==> config.mk <==
export PLATFORM = sky130hd
export DESIGN_NAME = sar_serial_port
export DESIGN_NICKNAME = d
export VERILOG_FILES = /design/src/rtl/sar_port_pkg.sv /design/src/rtl/sar_pin_sampler.sv /design/src/rtl/sar_conv_ctrl.sv /design/src/rtl/sar_shift_out.sv /design/src/rtl/sar_serial_port.sv
export SDC_FILE = /design/constraint.sdc
export NUM_CORES = 1
export LEC_CHECK = 0
export ABC_AREA = 1
export BUFFER_PORTS_ARGS = -buffer_cell sky130_fd_sc_hd__buf_4
export CORE_MARGIN = 2
export CORE_UTILIZATION = 40
export DETAILED_ROUTE_END_ITERATION = 8
export SETUP_SLACK_MARGIN = 0.15
export SYNTH_ARGS = -nofsm -noshare
export SYNTH_HDL_FRONTEND = slang
export SYNTH_SLANG_ARGS = --single-unit
export TNS_END_PERCENT = 5
==> constraint.sdc <==
create_clock -name clk -period 3.1 [get_ports clk]
set_input_delay 0.155 -clock clk [delete_from_list [all_inputs] [get_ports clk]]
set_output_delay 0.155 -clock clk [all_outputs]
set_load 0.01 [all_outputs]
==> src/rtl/sar_port_pkg.sv <==
// Package: shared types for the converter serial port.
// Assumes all pin inputs are synchronous to clk (the bench drives them so).
package sar_port_pkg;

    // Port behaviour latched at conversion start.
    typedef enum logic {
        PORT_CHAIN  = 1'b0,
        PORT_SELECT = 1'b1
    } port_mode_e;

    // Registered copy of the serial pins.
    typedef struct packed {
        logic cnv;
        logic sdi;
        logic sck;
    } pin_view_s;

endpackage

==> src/rtl/sar_pin_sampler.sv <==
// Module: registers the serial pins twice (current and previous view) and
// derives the cnv rising and sck falling events from the two views.
// Assumes pins are synchronous to clk; events are valid for one cycle.
module sar_pin_sampler
    import sar_port_pkg::*;
(
    input  logic      clk,
    input  logic      rst_n,
    input  logic      cnv,
    input  logic      sdi,
    input  logic      sck,
    output pin_view_s now_o,
    output pin_view_s prev_o,
    output logic      cnv_rise_o,
    output logic      sck_fall_o
);

    pin_view_s now_q, prev_q;

    // Purpose: capture pins, then keep one older copy for edge detection.
    always_ff @(posedge clk) begin
        if (!rst_n) begin
            now_q  <= '0;
            prev_q <= '0;
        end else begin
            now_q  <= '{cnv: cnv, sdi: sdi, sck: sck};
            prev_q <= now_q;
        end
    end

    // Purpose: expose views and single-cycle edge events.
    always_comb begin
        now_o      = now_q;
        prev_o     = prev_q;
        cnv_rise_o = now_q.cnv & ~prev_q.cnv;
        sck_fall_o = ~now_q.sck & prev_q.sck;
    end

endmodule

==> src/rtl/sar_conv_ctrl.sv <==
// Module: conversion sequencer. Starts a conversion on a cnv rising edge
// while idle, latches port mode and the chain start-bit choice from the pin
// levels before that edge, and ends on conv_done, then picking the start bit.
// Assumes conv_done is a one-cycle pulse; pulses while idle are ignored.
module sar_conv_ctrl
    import sar_port_pkg::*;
(
    input  logic       clk,
    input  logic       rst_n,
    input  pin_view_s  now_i,
    input  pin_view_s  prev_i,
    input  logic       cnv_rise_i,
    input  logic       conv_done_i,
    output logic       converting_o,
    output port_mode_e mode_o,
    output logic       load_o,
    output logic       start_bit_o,
    output logic       abort_o
);

    logic       converting_q;
    port_mode_e mode_q;
    logic       chain_flag_q;
    logic       select_busy;

    // Purpose: track conversion state and latch the strap levels.
    always_ff @(posedge clk) begin
        if (!rst_n) begin
            converting_q <= 1'b0;
            mode_q       <= PORT_SELECT;
            chain_flag_q <= 1'b0;
        end else if (converting_q) begin
            if (conv_done_i) begin
                converting_q <= 1'b0;
            end
        end else if (cnv_rise_i) begin
            converting_q <= 1'b1;
            mode_q       <= prev_i.sdi ? PORT_SELECT : PORT_CHAIN;
            chain_flag_q <= prev_i.sck;
        end
    end

    // Purpose: decode load, abort and start-bit choice for the shifter.
    always_comb begin
        select_busy  = ~now_i.cnv | ~now_i.sdi;
        converting_o = converting_q;
        mode_o       = mode_q;
        load_o       = converting_q & conv_done_i;
        abort_o      = ~converting_q & cnv_rise_i;
        start_bit_o  = (mode_q == PORT_SELECT) ? select_busy : chain_flag_q;
    end

endmodule

==> src/rtl/sar_shift_out.sv <==
// Module: result shifter. Holds an optional start bit and the result word,
// advances on sck falling edges, counts bits in select mode and recirculates
// sdi data behind the result in chain mode. Drives sdo with an enable.
// Assumes load and abort never coincide.
module sar_shift_out
    import sar_port_pkg::*;
#(
    parameter int RES_W = 18
) (
    input  logic             clk,
    input  logic             rst_n,
    input  logic             load_i,
    input  logic             abort_i,
    input  logic             start_bit_i,
    input  port_mode_e       mode_i,
    input  logic [RES_W-1:0] data_i,
    input  logic             sck_fall_i,
    input  logic             sdi_bit_i,
    input  logic             select_i,
    output logic             sdo_o,
    output logic             sdo_oe_o
);

    localparam int CNT_W = $clog2(RES_W + 1);

    logic [RES_W-1:0] shreg_q;
    logic [CNT_W-1:0] left_q;
    logic             active_q;
    logic             start_q;
    logic             enable;
    logic             chain;
    logic             shift_in;

    // Purpose: enable follows mode (chain always, select gated by select).
    always_comb begin
        chain    = (mode_i == PORT_CHAIN);
        enable   = active_q & (chain | select_i);
        shift_in = chain ? sdi_bit_i : 1'b0;
        sdo_oe_o = enable;
        sdo_o    = enable & (start_q | shreg_q[RES_W-1]);
    end

    // Purpose: load, abandon or advance the output sequence.
    always_ff @(posedge clk) begin
        if (!rst_n) begin
            shreg_q  <= '0;
            left_q   <= '0;
            active_q <= 1'b0;
            start_q  <= 1'b0;
        end else if (load_i) begin
            shreg_q  <= data_i;
            left_q   <= CNT_W'(RES_W);
            active_q <= 1'b1;
            start_q  <= start_bit_i;
        end else if (abort_i) begin
            active_q <= 1'b0;
            start_q  <= 1'b0;
        end else if (enable && sck_fall_i) begin
            if (start_q) begin
                start_q <= 1'b0;
            end else begin
                shreg_q <= {shreg_q[RES_W-2:0], shift_in};
                if (!chain) begin
                    left_q <= left_q - 1'b1;
                    if (left_q == CNT_W'(1)) begin
                        active_q <= 1'b0;
                    end
                end
            end
        end
    end

endmodule

==> src/rtl/sar_serial_port.sv <==
// Module: top of the converter serial port. Connects pin sampling, the
// conversion sequencer and the result shifter.
// Assumes the core stub supplies conv_data valid with the conv_done pulse.
module sar_serial_port
    import sar_port_pkg::*;
#(
    parameter int RES_W = 18
) (
    input  logic             clk,
    input  logic             rst_n,
    input  logic             cnv,
    input  logic             sdi,
    input  logic             sck,
    input  logic             conv_done,
    input  logic [RES_W-1:0] conv_data,
    output logic             sdo,
    output logic             sdo_oe,
    output logic             conv_busy
);

    pin_view_s  now_v, prev_v;
    logic       cnv_rise, sck_fall;
    logic       load, abort, start_bit;
    port_mode_e mode;

    sar_pin_sampler u_pins (
        .clk        (clk),
        .rst_n      (rst_n),
        .cnv        (cnv),
        .sdi        (sdi),
        .sck        (sck),
        .now_o      (now_v),
        .prev_o     (prev_v),
        .cnv_rise_o (cnv_rise),
        .sck_fall_o (sck_fall)
    );

    sar_conv_ctrl u_ctrl (
        .clk          (clk),
        .rst_n        (rst_n),
        .now_i        (now_v),
        .prev_i       (prev_v),
        .cnv_rise_i   (cnv_rise),
        .conv_done_i  (conv_done),
        .converting_o (conv_busy),
        .mode_o       (mode),
        .load_o       (load),
        .start_bit_o  (start_bit),
        .abort_o      (abort)
    );

    sar_shift_out #(.RES_W(RES_W)) u_shift (
        .clk         (clk),
        .rst_n       (rst_n),
        .load_i      (load),
        .abort_i     (abort),
        .start_bit_i (start_bit),
        .mode_i      (mode),
        .data_i      (conv_data),
        .sck_fall_i  (sck_fall),
        .sdi_bit_i   (now_v.sdi),
        .select_i    (~now_v.cnv | ~now_v.sdi),
        .sdo_o       (sdo),
        .sdo_oe_o    (sdo_oe)
    );

endmodule

======== After elaboration in Yosys (flattened, before gate mapping) ========
Index checks and enable logic that the tools add are counted.
word-level totals
  flip-flop bits (word level) ............. 34
  latch bits .............................. 0
  bits in writable memories ............... 0
  bits in read-only memories .............. 0
  input port bits ......................... 24
  output and inout bits ................... 3
  logic and storage cells ................. 73
  memories ................................ 0
cells by class
  add/subtract/negate cells ............... 1
  $mul .................................... 0
  div/mod/pow operators ................... 0
  order comparisons ....................... 0
  equality and inequality tests ........... 4
  shifts and indexed selects .............. 0
  muxes and demuxes ....................... 24
  bitwise logic cells ..................... 18
  reduce and logical (&&, ||, !) cells .... 12
operator list
  cell                   count
  $mux W18               4
  $mux W5                5
  $mux W1                15
  $reduce_and A4 Y1      3
  $not A1 Y1             9
  $reduce_bool A3 Y1     3
  $and A1 B1 Y1          6
  $eq A5 B1 Y1 const B   1
  $sub A5 B1 Y5 const B  1
  $ne A2 B2 Y1 const B   2
  $reduce_bool A2 Y1     2
  $ne A3 B3 Y1 const B   1
  $or A1 B1 Y1           3
  $reduce_and A3 Y1      1
  $reduce_and A2 Y1      1
  $reduce_or A2 Y1       1
  $logic_and A1 B1 Y1    1

======== Longest topological paths before layout ========
Gate-level depths: netlist of the first run.
  depth after elaboration ................. 8
  depth in mapped cells ................... 9

======== Hierarchy ========
A second synthesis of the first run with hierarchy kept.
unflattened totals
  cell total of the unflattened synthesis .. 224
  area total of the unflattened synthesis .. 1,632.8 sq um
by module, submodules not included
  module           times used  cells each  area each (sq um)
  sar_shift_out    1           181         1,313.8
  sar_pin_sampler  1           22          180.2
  sar_conv_ctrl    1           20          135.1
  sar_serial_port  1           1           3.8

======== Least setup slack after synthesis of the first run ========
OpenSTA, ideal clock, no wires.
  path type ............................... reg2reg
  from .................................... reg u_ctrl.converting_q (netlist: u_ctrl.converting_o)
  to ...................................... reg u_shift.left_q[4]
  arrival ................................. 1,107 ps
  setup slack ............................. 1,864 ps
  cell stages (with the launch flop) ...... 9
  buffers on the path ..................... 1
  period minus slack after synthesis ...... 1,236 ps
  path through ............................ dfxtp_1 inv_1 nand3_2 buf_6 nand2_4 nor2_4 a21oi_1 nor2_1 nor2_1
on the way
  word-level cells in the longest chain between the ends .. 4
ends and longest elaborated chain
  item                                RTL line             text
  start: declaration                  sar_conv_ctrl.sv:21  logic converting_q;
  start signal: assignment            sar_conv_ctrl.sv:29  converting_q <= 1'b0;
  start signal: assignment            sar_conv_ctrl.sv:34  converting_q <= 1'b0;
  start signal: assignment            sar_conv_ctrl.sv:37  converting_q <= 1'b1;
  $not A1 Y1 (no source line)         --
  $and A1 B1 Y1                       sar_conv_ctrl.sv:49  abort_o = ~converting_q & cnv_rise_i;
  $ne A2 B2 Y1 (no source line)       --
  $reduce_and A4 Y1 (no source line)  --
  end signal: assignment              sar_shift_out.sv:52  left_q <= CNT_W'(RES_W);
  end signal: assignment              sar_shift_out.sv:64  left_q <= left_q - 1'b1;
  end: declaration                    sar_shift_out.sv:27  logic [CNT_W-1:0] left_q;
Several ways; a longest one is shown, not always the timed one.
A chain may end at the register's enable or synchronous reset.

======== Final worst setup path of the first run ========
  from .................................... reg u_ctrl.converting_q (netlist: u_ctrl.converting_o)
  to ...................................... reg u_shift.shreg_q[13]
on the way
  word-level cells in the longest chain between the ends .. 4
ends and longest elaborated chain
  item                                RTL line             text
  $not A1 Y1 (no source line)         --
  $and A1 B1 Y1                       sar_conv_ctrl.sv:49
  $ne A2 B2 Y1 (no source line)       --
  $reduce_and A3 Y1 (no source line)  --
  end signal: assignment              sar_shift_out.sv:51  shreg_q <= data_i;
  end signal: assignment              sar_shift_out.sv:62  shreg_q <= {shreg_q[RES_W-2:0], shift_in};
  end: declaration                    sar_shift_out.sv:26  logic [RES_W-1:0] shreg_q;
Several ways; a longest one is shown, not always the timed one.

==> results.md, run 1 <==
* Total wire length at 3130 um
* Die Wd at slightly below 70 um
* WS Path Type: flip-flop to flip-flop
* Post-DP HPWL at roughly 2100 um
* Mean Syn Cell Area at 7.03 sq um
* CTS max path bufs at 2
* Largest net degree at the start of global routing at 36
* Number of global-route vias before repair at between 1,000 and 1,500
* Status: finished, final reports clean
* Hold buffer count at CTS at 0
* Post-CTS Setup Bufs at 0
* Pleak at 0.903 nW
* Area delta synth->final at 14.6%
* Worst Path Required at roughly 3200 ps
* Worst vdd ir at 0.330 mV
* CTS tree: yes
* Final Slew Violations at 0
* Placed Area at roughly 1800 sq um
* Post-synth cell types at 24
* Synth Instances at 239
* Reg clk slew, reported paths at 60 ps
* Fillers at 437
* RSZ-0062 raised after global routing: no
* Synth top area share at 40.5%
* Overflow after GRT at 0
* Hold Path Class: input port to flip-flop
* Comb power frac at 12.5%
* Period utilisation layout at 49.3%
* Top post-synthesis cells by area: dfxtp_1 41%, nand2_1 14%, inv_1 7.8%, o21ai_0 5.4%, nor2_1 5.1%
* Sequential Power Share at 51.9%
* Final Hold Viols at 0
* Drt drc at 0
* I/O pin count at 27
* Ant diodes at 0
* Site Rows at 23
* Initial DRC count at 70
* TNS Setup at 0 ps
* MaxCap Viol Count at 0
* Sequential area share after synthesis at 40.5%
* Min Tclk post-route at 1530 ps
* Clk network pwr share at a little over a third
* Initial antenna violation count at 0
* Sink Count at 34
* Crit path arrival time at approximately 1700 ps
* First-pass GRT wire length at just over 5000 um
* Sw power at 0.000225 W
* PostCTS Resize Cnt at 0
* Average wire per standard cell at 10.1 um
* Mapped Area at 1680 sq um
* Clock skew at 8.13 ps
* Relative slew margins at 50.9%
* Area leader, netlist: dfxtp_1
* GRT Total Usage at between 10% and 20%
* Layout cells sized above 1 at approximately 17%
* Synth Net Count at 265
* DRT Pass-1 Iters at 5
* Worst setup EP type: flip-flop
* Highest Clock Rate at 655 MHz
* Die area at around 4700 sq um
* P_int at between 0.0006 and 0.0007 W
* Vias/cell at approximately 4.6
* NumNets Final at 287
* Count of buffers from port buffering at 26
* Root Driver: clkbuf_8
* CP max FO at 33
* CTS Buf Count at 5
* Final Wtd Congestion at 0.809
* Core Box Area at 4030 sq um
* H-tree depth at 2
* Vias at 1,438
* Endpoints failing setup at 0
* Power Dens Cells at around 470 nW/um^2
* Switching share of power at about 25%
* Final Instance Area at 1930 sq um
* Worst setup SP type: flip-flop
* Worst-margin pin slew at 736 ps
* Synth Warn # at 0
* Die Span Y at slightly below 70 um
* Synth Register Bits at 34
* Initial Util at 41.7%
* Post-DRT Antenna Nets at 0
* Clock latency on the worst-skew pair at around 290 ps
## kinds of logic (layout without fill, tap and decap cells)
| kind of cell | Yosys count | count (layout) | synth area share, % |
|---|---|---|---|
| adder cells (fa/ha/maj) | 2 | 2 | 1.49 |
| AO/OA/AOI/OAI | 47 | 47 | 14.4 |
| flip-flops | 34 | 34 | 40.5 |
| buffers and inverters | 48 | 69 | 14.1 |
| AND/OR/NAND/NOR | 107 | 107 | 29.0 |
| XOR/XNOR | 1 | 1 | 0.521 |
## cells in the final DEF, fill, tap and decap left out
master	Yosys	routed
o21ai_0	18	18
inv_1	35	35
nand3_1	5	5
o211ai_1	1	1
a21oi_2	1	1
inv_2	1	1
nand2_1	64	64
nor2_1	23	23
inv_4	1	1
buf_4	2	26
nand2_2	1	1
dfxtp_1	34	34
nor2_4	2	2
clkbuf_8	0	6
nand3_2	3	3
nand3_4	1	1
xor2_1	1	1
a21oi_1	13	13
ha_1	2	2
o21ai_1	14	14
nand4_1	6	6
nand2_4	2	2
## worst paths after layout
check                           cells past startpoint  slack (ps)                   to           startpoint
worst min register to register                      2         450        u_ctrl.mode_o     u_pins.prev_o[1]
worst max register to register                      5        1570  u_shift.shreg_q[13]  u_ctrl.converting_o
worst min-delay path                                3          50      u_pins.now_o[1]                  sdi
worst max-delay path                                5        1570  u_shift.shreg_q[13]  u_ctrl.converting_o
## power by group through the flow
| stage | Clock (W) | Sequential (W) | Combinational, W |
|---|---|---|---|
| 6_report | 0.000321 | 0.000468 | 0.000113 |
| 5_1_grt | 0.000348 | 0.000470 | 0.000131 |
| 4_1_cts | 0.000329 | 0.000468 | 0.000114 |
| 3_5_place_dp | 0 | 0.000478 | 0.000113 |
| 3_3_place_gp | 0 | 0.000478 | 0.000113 |
| 2_1_floorplan | 0 | 0.000476 | 0.0000845 |
## Yosys cell counts (all sizes together)
library cell / number
o211ai: 1
nand4: 6
xor2: 1
nand2: 67
buf: 9
o21ai: 32
nand3: 9
dfxtp: 34
nor2: 25
clkbuf: 2
a21oi: 14
inv: 37
ha: 2
## per-stage QoR
step	std cells	util, %	setup WS, ps	hold WS (ps)	power (W)
floorplan	239	-	1860	253	0.000561
global placement	304	45.7	1630	336	0.000590
detailed placement	304	45.7	1580	341	0.000592
CTS	310	47.8	1570	43.0	0.000912
global route	310	47.8	1400	59.3	0.000949
finish	310	47.8	1570	49.1	0.000902
## sequential cells by signal, summed over array words and instances (netlist names)
signal / cells
u_ctrl.chain_flag_q: 1
u_ctrl.converting_o: 1
u_ctrl.mode_o: 1
u_pins.now_o: 3
u_pins.prev_o: 3
u_shift.active_q: 1
u_shift.left_q: 5
u_shift.shreg_q: 18
u_shift.start_q: 1
## layout make-up
type                            instances  area (sq um)  area share [%]
Tap cell                               50          62.6            3.25
Clock buffer                            6          82.6            4.29
Sequential cell                        34           681            35.3
Timing Repair Buffer                   26           195            10.1
Inverter                               37           141            7.34
Multi-Input combinational cell        157           763            39.6
## worst max-delay path, stage by stage, from the launching register on
cell     delay (ps)
dfxtp_1         360
nand2_2         200
nand2_1         230
nand3_4         310
o21ai_1         230
nor2_1           50
## per-layer routing
metal  wire, um  part of all wire [%]  track usage [%]  vias up
met3        157                   5.0             5.52        4
li1           -                     -                -      783
met4         40                   1.3             4.66        0
met2       1370                    44             23.7       23
met5          0                     0                0        -
met1       1570                    50             18.4      628
Power figures use the tool's default switching activity.
==> run 2: changes to the inputs <==
- clock period: 3.1 -> 1.3 ns (I/O delays scaled with it)
==> run 2 against run 1 <==
Against the previous run: first-iteration DRC count up 36%; clock-buffer cell count grew 1; power up 150%; clock power up 150%; critical path depth increased by 2; cell count increased by 4.2%; wire length is 3.5% higher; via count up 3.5%; cell area rose by 11%; setup slack worse by 1500 ps.
==> results.md, run 2 (same netlist as run 1, synthesis figures left out) <==
* Fillers at 414 (was 437)
* Drt drc at 0 (unchanged)
* Highest Clock Rate at 820 MHz (was 655 MHz)
* Crit path arrival time at 1390 ps (was 1670 ps)
* Clock skew at 3.40 ps (was 8.13 ps)
* Worst-margin pin slew at 393 ps (was 736 ps)
* Largest net degree at the start of global routing at 36 (unchanged)
* GRT Total Usage at 15.4% (was 14.8%)
* Top reg by flops: u_shift.shreg_q (unchanged)
* Core Box Area at 4030 sq um (unchanged)
* Power Dens Cells at 1050 nW/um^2 (was 469 nW/um^2)
* First-pass GRT wire length at 5370 um (was 5180 um)
* Area delta synth->final at 27.1% (was 14.6%)
* Post-layout utilization of the core at 53.0% (was 47.8%)
* Count of buffers from port buffering at 26 (unchanged)
* Worst vdd ir at 0.579 mV (was 0.330 mV)
* Final cell count without fillers at 323 (was 310)
* Placed Area at 1930 sq um (was 1840 sq um)
* Worst setup SP type: flip-flop (unchanged)
* Initial antenna violation count at 0 (unchanged)
* Hold Path Class: input port to flip-flop (unchanged)
* Endpoints failing setup at 0 (unchanged)
* Initial DRC count at 95 (was 70)
* Final Slew Violations at 0 (unchanged)
* Root Driver: clkbuf_8 (unchanged)
* H-tree depth at 2 (unchanged)
* Hold Worst Slack at 47.1 ps (was 49.1 ps)
* Sink Count at 34 (unchanged)
* Min Tclk post-route at 1220 ps (was 1530 ps)
* MaxCap Viol Count at 0 (unchanged)
* Comb power frac at 14.5% (was 12.5%)
* Layout cells sized above 1 at 27.5% (was 16.9%)
* Number of global-route vias before repair at 1,256 (was 1,232)
* Sw power at 0.000562 W (was 0.000225 W)
* Total wire length at 3240 um (was 3130 um)
* P_int at 0.00167 W (was 0.000677 W)
* Dpl cells at 311 (was 304)
* Worst Path Required at 1470 ps (was 3240 ps)
* TNS Setup at 0 ps (unchanged)
* WS Path Type: flip-flop to flip-flop (unchanged)
* Commonest non-fill, non-tap cell in the layout: nand2_1 (unchanged)
* Period utilisation layout at 93.8% (was 49.3%)
* CP max FO at 7 (was 33)
* RSZ-0062 raised after global routing: yes (was no)
* Clk network pwr share at 35.4% (was 35.6%)
* DRT Pass-1 Iters at 4 (was 5)
* Die area at 4740 sq um (unchanged)
* Relative slew margins at 73.8% (was 50.9%)
* Vias at 1,489 (was 1,438)
* Final Instance Area at 2140 sq um (was 1930 sq um)
* NumNets Final at 298 (was 287)
* Die Span Y at 68.8 um (unchanged)
* Vias/cell at 4.61 (was 4.64)
* Reg clk slew, reported paths at 70 ps (was 60 ps)
* Switching share of power at 25.2% (was 24.9%)
* Sequential Power Share at 50.1% (was 51.9%)
* Ant diodes at 0 (unchanged)
* Die Wd at 68.8 um (unchanged)
* CTS Buf Count at 5 (unchanged)
* CTS tree: yes (unchanged)
* I/O pin count at 27 (unchanged)
* Overflow after GRT at 0 (unchanged)
* Status: finished, final reports clean (unchanged)
* Site Rows at 23 (unchanged)
* Average wire per standard cell at 10.0 um (was 10.1 um)
* Initial Util at 41.7% (unchanged)
* Pleak at 0.984 nW (was 0.903 nW)
* CTS max path bufs at 2 (unchanged)
* Post-DRT Antenna Nets at 0 (unchanged)
* Worst setup EP type: flip-flop (unchanged)
* Final Hold Viols at 0 (unchanged)
* Final Wtd Congestion at 0.797 (was 0.809)
* Post-DP HPWL at 2320 um (was 2120 um)
* Max reg flops at 18 (unchanged)
* Biggest regs: u_shift.shreg_q (18), u_shift.left_q (5) (unchanged)
* Clock latency on the worst-skew pair at 280 ps (was 290 ps)
* Commonest cells after routing, fill and taps aside: 61 x nand2_1, 33 x inv_1, 31 x buf_4 (was 64 x nand2_1, 35 x inv_1, 34 x dfxtp_1)
[run 2: changes by cell type in the layout (fill, tap and decap cells not counted), moves of 2 or more]
| cell | delta |
|---|---|
| buf_12 | +2 |
| inv_2 | +2 |
| dfxtp_4 | +2 |
| o21ai_2 | +3 |
| a21oi_1 | -3 |
| dfxtp_1 | -8 |
| dfxtp_2 | +6 |
| inv_1 | -2 |
| buf_4 | +5 |
| dlygate4sd3_1 | +3 |
| nand2_1 | -3 |
| nand2_2 | +2 |
| o21ai_0 | -2 |
| a21oi_2 | +3 |
[run 2: final timing paths]
check	from	to	slack, ps	cells past startpoint
max	u_pins.prev_o[0]	u_shift.left_q[4]	80	7
min	rst_n	u_pins.now_o[1]	50	3
max reg2reg	u_pins.prev_o[0]	u_shift.left_q[4]	80	7
min reg2reg	u_pins.prev_o[1]	u_ctrl.mode_o	440	2
[run 2: layer usage]
layer	GRT usage, %	vias to the layer above	wire length [um]
li1	-	810	-
met1	19.6	659	1620
met2	24.0	14	1460
met3	5.36	6	113
met4	5.64	0	42
met5	0	-	0
[run 2: cell type report]
cell class	instances	area (sq um)	area share (%)
flip-flops and latches	34	696	32.6
multi-input cells	157	826	38.7
well taps	50	62.6	2.93
clock buffers	7	86.3	4.04
inverters	37	146	6.85
repair buffers	37	314	14.7
clock inverters	1	5.00	0.234
[run 2: per-stage QoR]
step / total power [W] / setup WS, ps
after global placement: 0.00144 / 49.9
after CTS: 0.00225 / 72.3
final: 0.00223 / 80.3
after detailed placement: 0.00144 / 42.9
after floorplan: 0.00134 / 148
after global routing: 0.00236 / -6.34
[run 2: critical path: stages (launching register included)]
cell and delay [ps]:
dfxtp_2 330, inv_2 40, nor2_4 110, nand4_1 170, nor2_4 210, a21oi_1 90, nor2_1 100, nor2_1 40
[run 2: power by group through the flow]
stage / Combinational, W / Sequential, W / Clock [W]
detailed placement: 0.000301 / 0.00114 / 0
global route: 0.000373 / 0.00112 / 0.000860
CTS: 0.000314 / 0.00112 / 0.000817
finish: 0.000325 / 0.00112 / 0.000790
global placement: 0.000300 / 0.00114 / 0
floorplan: 0.000202 / 0.00114 / 0
[run 2: timing repair]
action	4_1_cts	5_1_grt
endpoints found under the hold margin	3	0
hold buffers	3	0
pin swaps	3	7
buffers inserted	1	0
setup endpoints to repair	25	28
gates resized for setup	4	25
==> run 3: changes to the inputs <==
- clock period: 1.3 -> 1.29 ns (I/O delays scaled with it)
==> run 3 against run 2 <==
Against the previous run: die area unchanged; combinational power increased by 3%; non-clock buffer count increased by 2; register-to-register slack got worse by 40 ps; setup slack got worse by 53 ps; global-route usage increased by 0.86 points; highest routed layer unchanged.
==> results.md, run 3 (same netlist as run 1, synthesis figures left out) <==
* Root Driver: clkbuf_8 (unchanged)
* RSZ-0062 raised after global routing: yes (unchanged)
* Placed Area at 1960 sq um (was 1930 sq um)
* Vias at 1,490 (was 1,489)
* Vias/cell at 4.58 (was 4.61)
* Total wire length at 3330 um (was 3240 um)
* WS Path Type: flip-flop to output port (was flip-flop to flip-flop)
* Final Wtd Congestion at 0.836 (was 0.797)
* Largest net degree at the start of global routing at 36 (unchanged)
* Number of global-route vias before repair at 1,293 (was 1,256)
* Pleak at 0.984 nW (about the same)
* Highest Clock Rate at 792 MHz
* Die Span Y at 68.8 um (unchanged)
* NumNets Final at 300 (was 298)
* DRT Pass-1 Iters at 3 (was 4)
* Clock skew at 8.80 ps (was 3.40 ps)
* Min Tclk post-route at 1260 ps
* CP max FO at 4 (was 7)
* Sink Count at 34 (unchanged)
* Max reg flops at 18 (unchanged)
* Reg-to-reg endpoint: u_shift.left_q[4] (unchanged)
* Crit-path most repeated cell: buf_4
* Drt drc at 0 (unchanged)
* Initial antenna violation count at 0 (unchanged)
* H-tree depth at 2 (unchanged)
* Relative slew margins at 81.9% (was 73.8%)
* Worst r2r src: u_pins.now_o[1] (was u_pins.prev_o[0])
* Final cell count without fillers at 325 (was 323)
* Reg clk slew, reported paths at 70 ps (about the same)
* Biggest regs: u_shift.shreg_q (18), u_shift.left_q (5) (unchanged)
* Multi-input gate area at 807 sq um (was 826 sq um)
* Worst path cell trace: nand3_2, buf_4, nand2_1, inv_1, buf_4 (was inv_2, nor2_4, nand4_1, nor2_4, a21oi_1, nor2_1, nor2_1)
* Count of buffers from port buffering at 26 (unchanged)
* Final Hold Viols at 0 (unchanged)
* Power Dens Cells at 1040 nW/um^2 (was 1050 nW/um^2)
* Commonest cells after routing, fill and taps aside: 60 x nand2_1, 33 x inv_1, 33 x buf_4 (was 61 x nand2_1, 33 x inv_1, 31 x buf_4)
* GR Util met3 at 5.84% (was 5.36%)
* R2R cell count at 7 (unchanged)
* Dpl cells at 313 (was 311)
* R2R setup slack at 40 ps (was 80 ps)
* Busiest grt layer: met2 (unchanged)
* Worst setup SP type: flip-flop (unchanged)
* Fillers at 424 (was 414)
* Worst setup EP type: output port (was flip-flop)
* CTS tree: yes (unchanged)
* Average wire per standard cell at 10.2 um (was 10.0 um)
* CTS Buf Count at 5 (unchanged)
* Site Rows at 23 (unchanged)
* GRT Total Usage at 16.2% (was 15.4%)
* Die area at 4740 sq um (unchanged)
* Initial Util at 41.7% (unchanged)
* Top reg by flops: u_shift.shreg_q (unchanged)
* Period utilisation layout at 97.9%
* Hold path depth at 3 (unchanged)
* Register Area at 692 sq um (was 696 sq um)
* Commonest non-fill, non-tap cell in the layout: nand2_1 (unchanged)
* Overflow after GRT at 0 (unchanged)
* Hold Path Class: input port to flip-flop (unchanged)
* Area delta synth->final at 26.6% (was 27.1%)
* Endpoints failing setup at 0 (unchanged)
* Max incr delay on CP at 370 ps (was 330 ps)
* Worst Path Required at 1230 ps (was 1470 ps)
* Worst hold path startpoint: rst_n (unchanged)
* Hold Worst Slack at 52.8 ps (was 47.1 ps)
* Met1 Track Usage GR at 21.1% (was 19.6%)
* Sum of buffers and inverters on the critical path at 3 (was 1)
* Post-DP HPWL at 2350 um (was 2320 um)
* Initial DRC count at 82 (was 95)
* Top delay family on crit path: flip-flops (was simple AND/OR/NAND/NOR gates)
* GR Util met2 at 24.8% (was 24.0%)
* Worst vdd ir at 0.555 mV (was 0.579 mV)
* Final Slew Violations at 0 (unchanged)
* Worst-margin pin slew at 268 ps (was 393 ps)
* Ant diodes at 0 (unchanged)
* CTS max path bufs at 2 (unchanged)
* Post-DRT Antenna Nets at 0 (unchanged)
* First-pass GRT wire length at 5620 um (was 5370 um)
* Final Instance Area at 2130 sq um (was 2140 sq um)
* Crit path arrival time at 1200 ps (was 1390 ps)
* Layout cells sized above 1 at 25.8% (was 27.5%)
* I/O pin count at 27 (unchanged)
* Core Box Area at 4030 sq um (unchanged)
* CP max-delay cell: dfxtp_4 (was dfxtp_2)
* Die Wd at 68.8 um (unchanged)
* Clock latency on the worst-skew pair at 280 ps (about the same)
* Worst hold endpoint: u_pins.now_o[2] (was u_pins.now_o[1])
* MaxCap Viol Count at 0 (unchanged)
* Status: finished, final reports clean (unchanged)
-- run 3: cell count changes in the layout (fill, tap and decap cells not counted), moves of 2 or more --
cell and delta:
dfxtp_1 +3, dfxtp_2 -3, buf_4 +2, o21ai_0 +2, o21ai_1 -2
-- run 3: cell type report --
type / instances / area share, %
well taps: 50 / 2.94
repair buffers: 39 / 15.9
flip-flops and latches: 34 / 32.5
clock inverters: 1 / 0.353
inverters: 37 / 6.76
multi-input cells: 157 / 37.9
clock buffers: 7 / 3.59
-- run 3: metal layers --
layer	wire length, um	vias up
met5	0	-
met4	48	0
met3	116	7
met2	1520	16
met1	1640	653
li1	-	814
-- run 3: metrics by stage --
| stage | power [W] | setup WS [ps] | TNS [ps] | util [%] |
|---|---|---|---|---|
| floorplan | 0.00135 | 139 | 0 | - |
| global placement | 0.00146 | 37.2 | 0 | 48.6 |
| detailed placement | 0.00146 | 39.8 | 0 | 48.6 |
| CTS | 0.00223 | 20.0 | 0 | 51.8 |
| global route | 0.00234 | -66.8 | -617 | 52.8 |
| finish | 0.00221 | 27.1 | 0 | 52.8 |
-- run 3: report_power, final --
| group | internal, W | total [W] | switching (W) |
|---|---|---|---|
| sequential | 0.00110 | 0.00112 | 0.0000231 |
| combinational | 0.000158 | 0.000334 | 0.000176 |
| clock | 0.000382 | 0.000758 | 0.000377 |
| total | 0.00164 | 0.00221 | 0.000576 |
-- run 3: worst max path at each step --
| stage | start | end | cells past startpoint |
|---|---|---|---|
| 6_report | u_pins.now_o[2] | sdo_oe | 5 |
| 5_1_grt | u_pins.prev_o[0] | u_shift.shreg_q[14] | 9 |
| 4_1_cts | u_pins.prev_o[0] | u_shift.shreg_q[1] | 8 |
| 3_5_place_dp | u_pins.prev_o[0] | u_shift.shreg_q[1] | 8 |
| 3_3_place_gp | u_pins.now_o[1] | u_shift.left_q[4] | 7 |
| 2_1_floorplan | u_pins.prev_o[0] | u_shift.shreg_q[11] | 8 |
-- run 3: repair_timing --
| action | in CTS | in global routing |
|---|---|---|
| endpoints found under the setup margin | 24 | 29 |
| resized for setup | 3 | 14 |
| hold endpoints to repair | 3 | 0 |
| pin swaps | 0 | 3 |
| hold buffers | 3 | 0 |
| cloned | 0 | 0 |
| setup buffers | 1 | 0 |
-- run 3: worst reg2reg max path: cells and delay by family, from the launching register on --
kind	cells	cell delay (ps)
compound gates	1	90
buf+inv	1	130
flops	1	340
simple gates	5	560
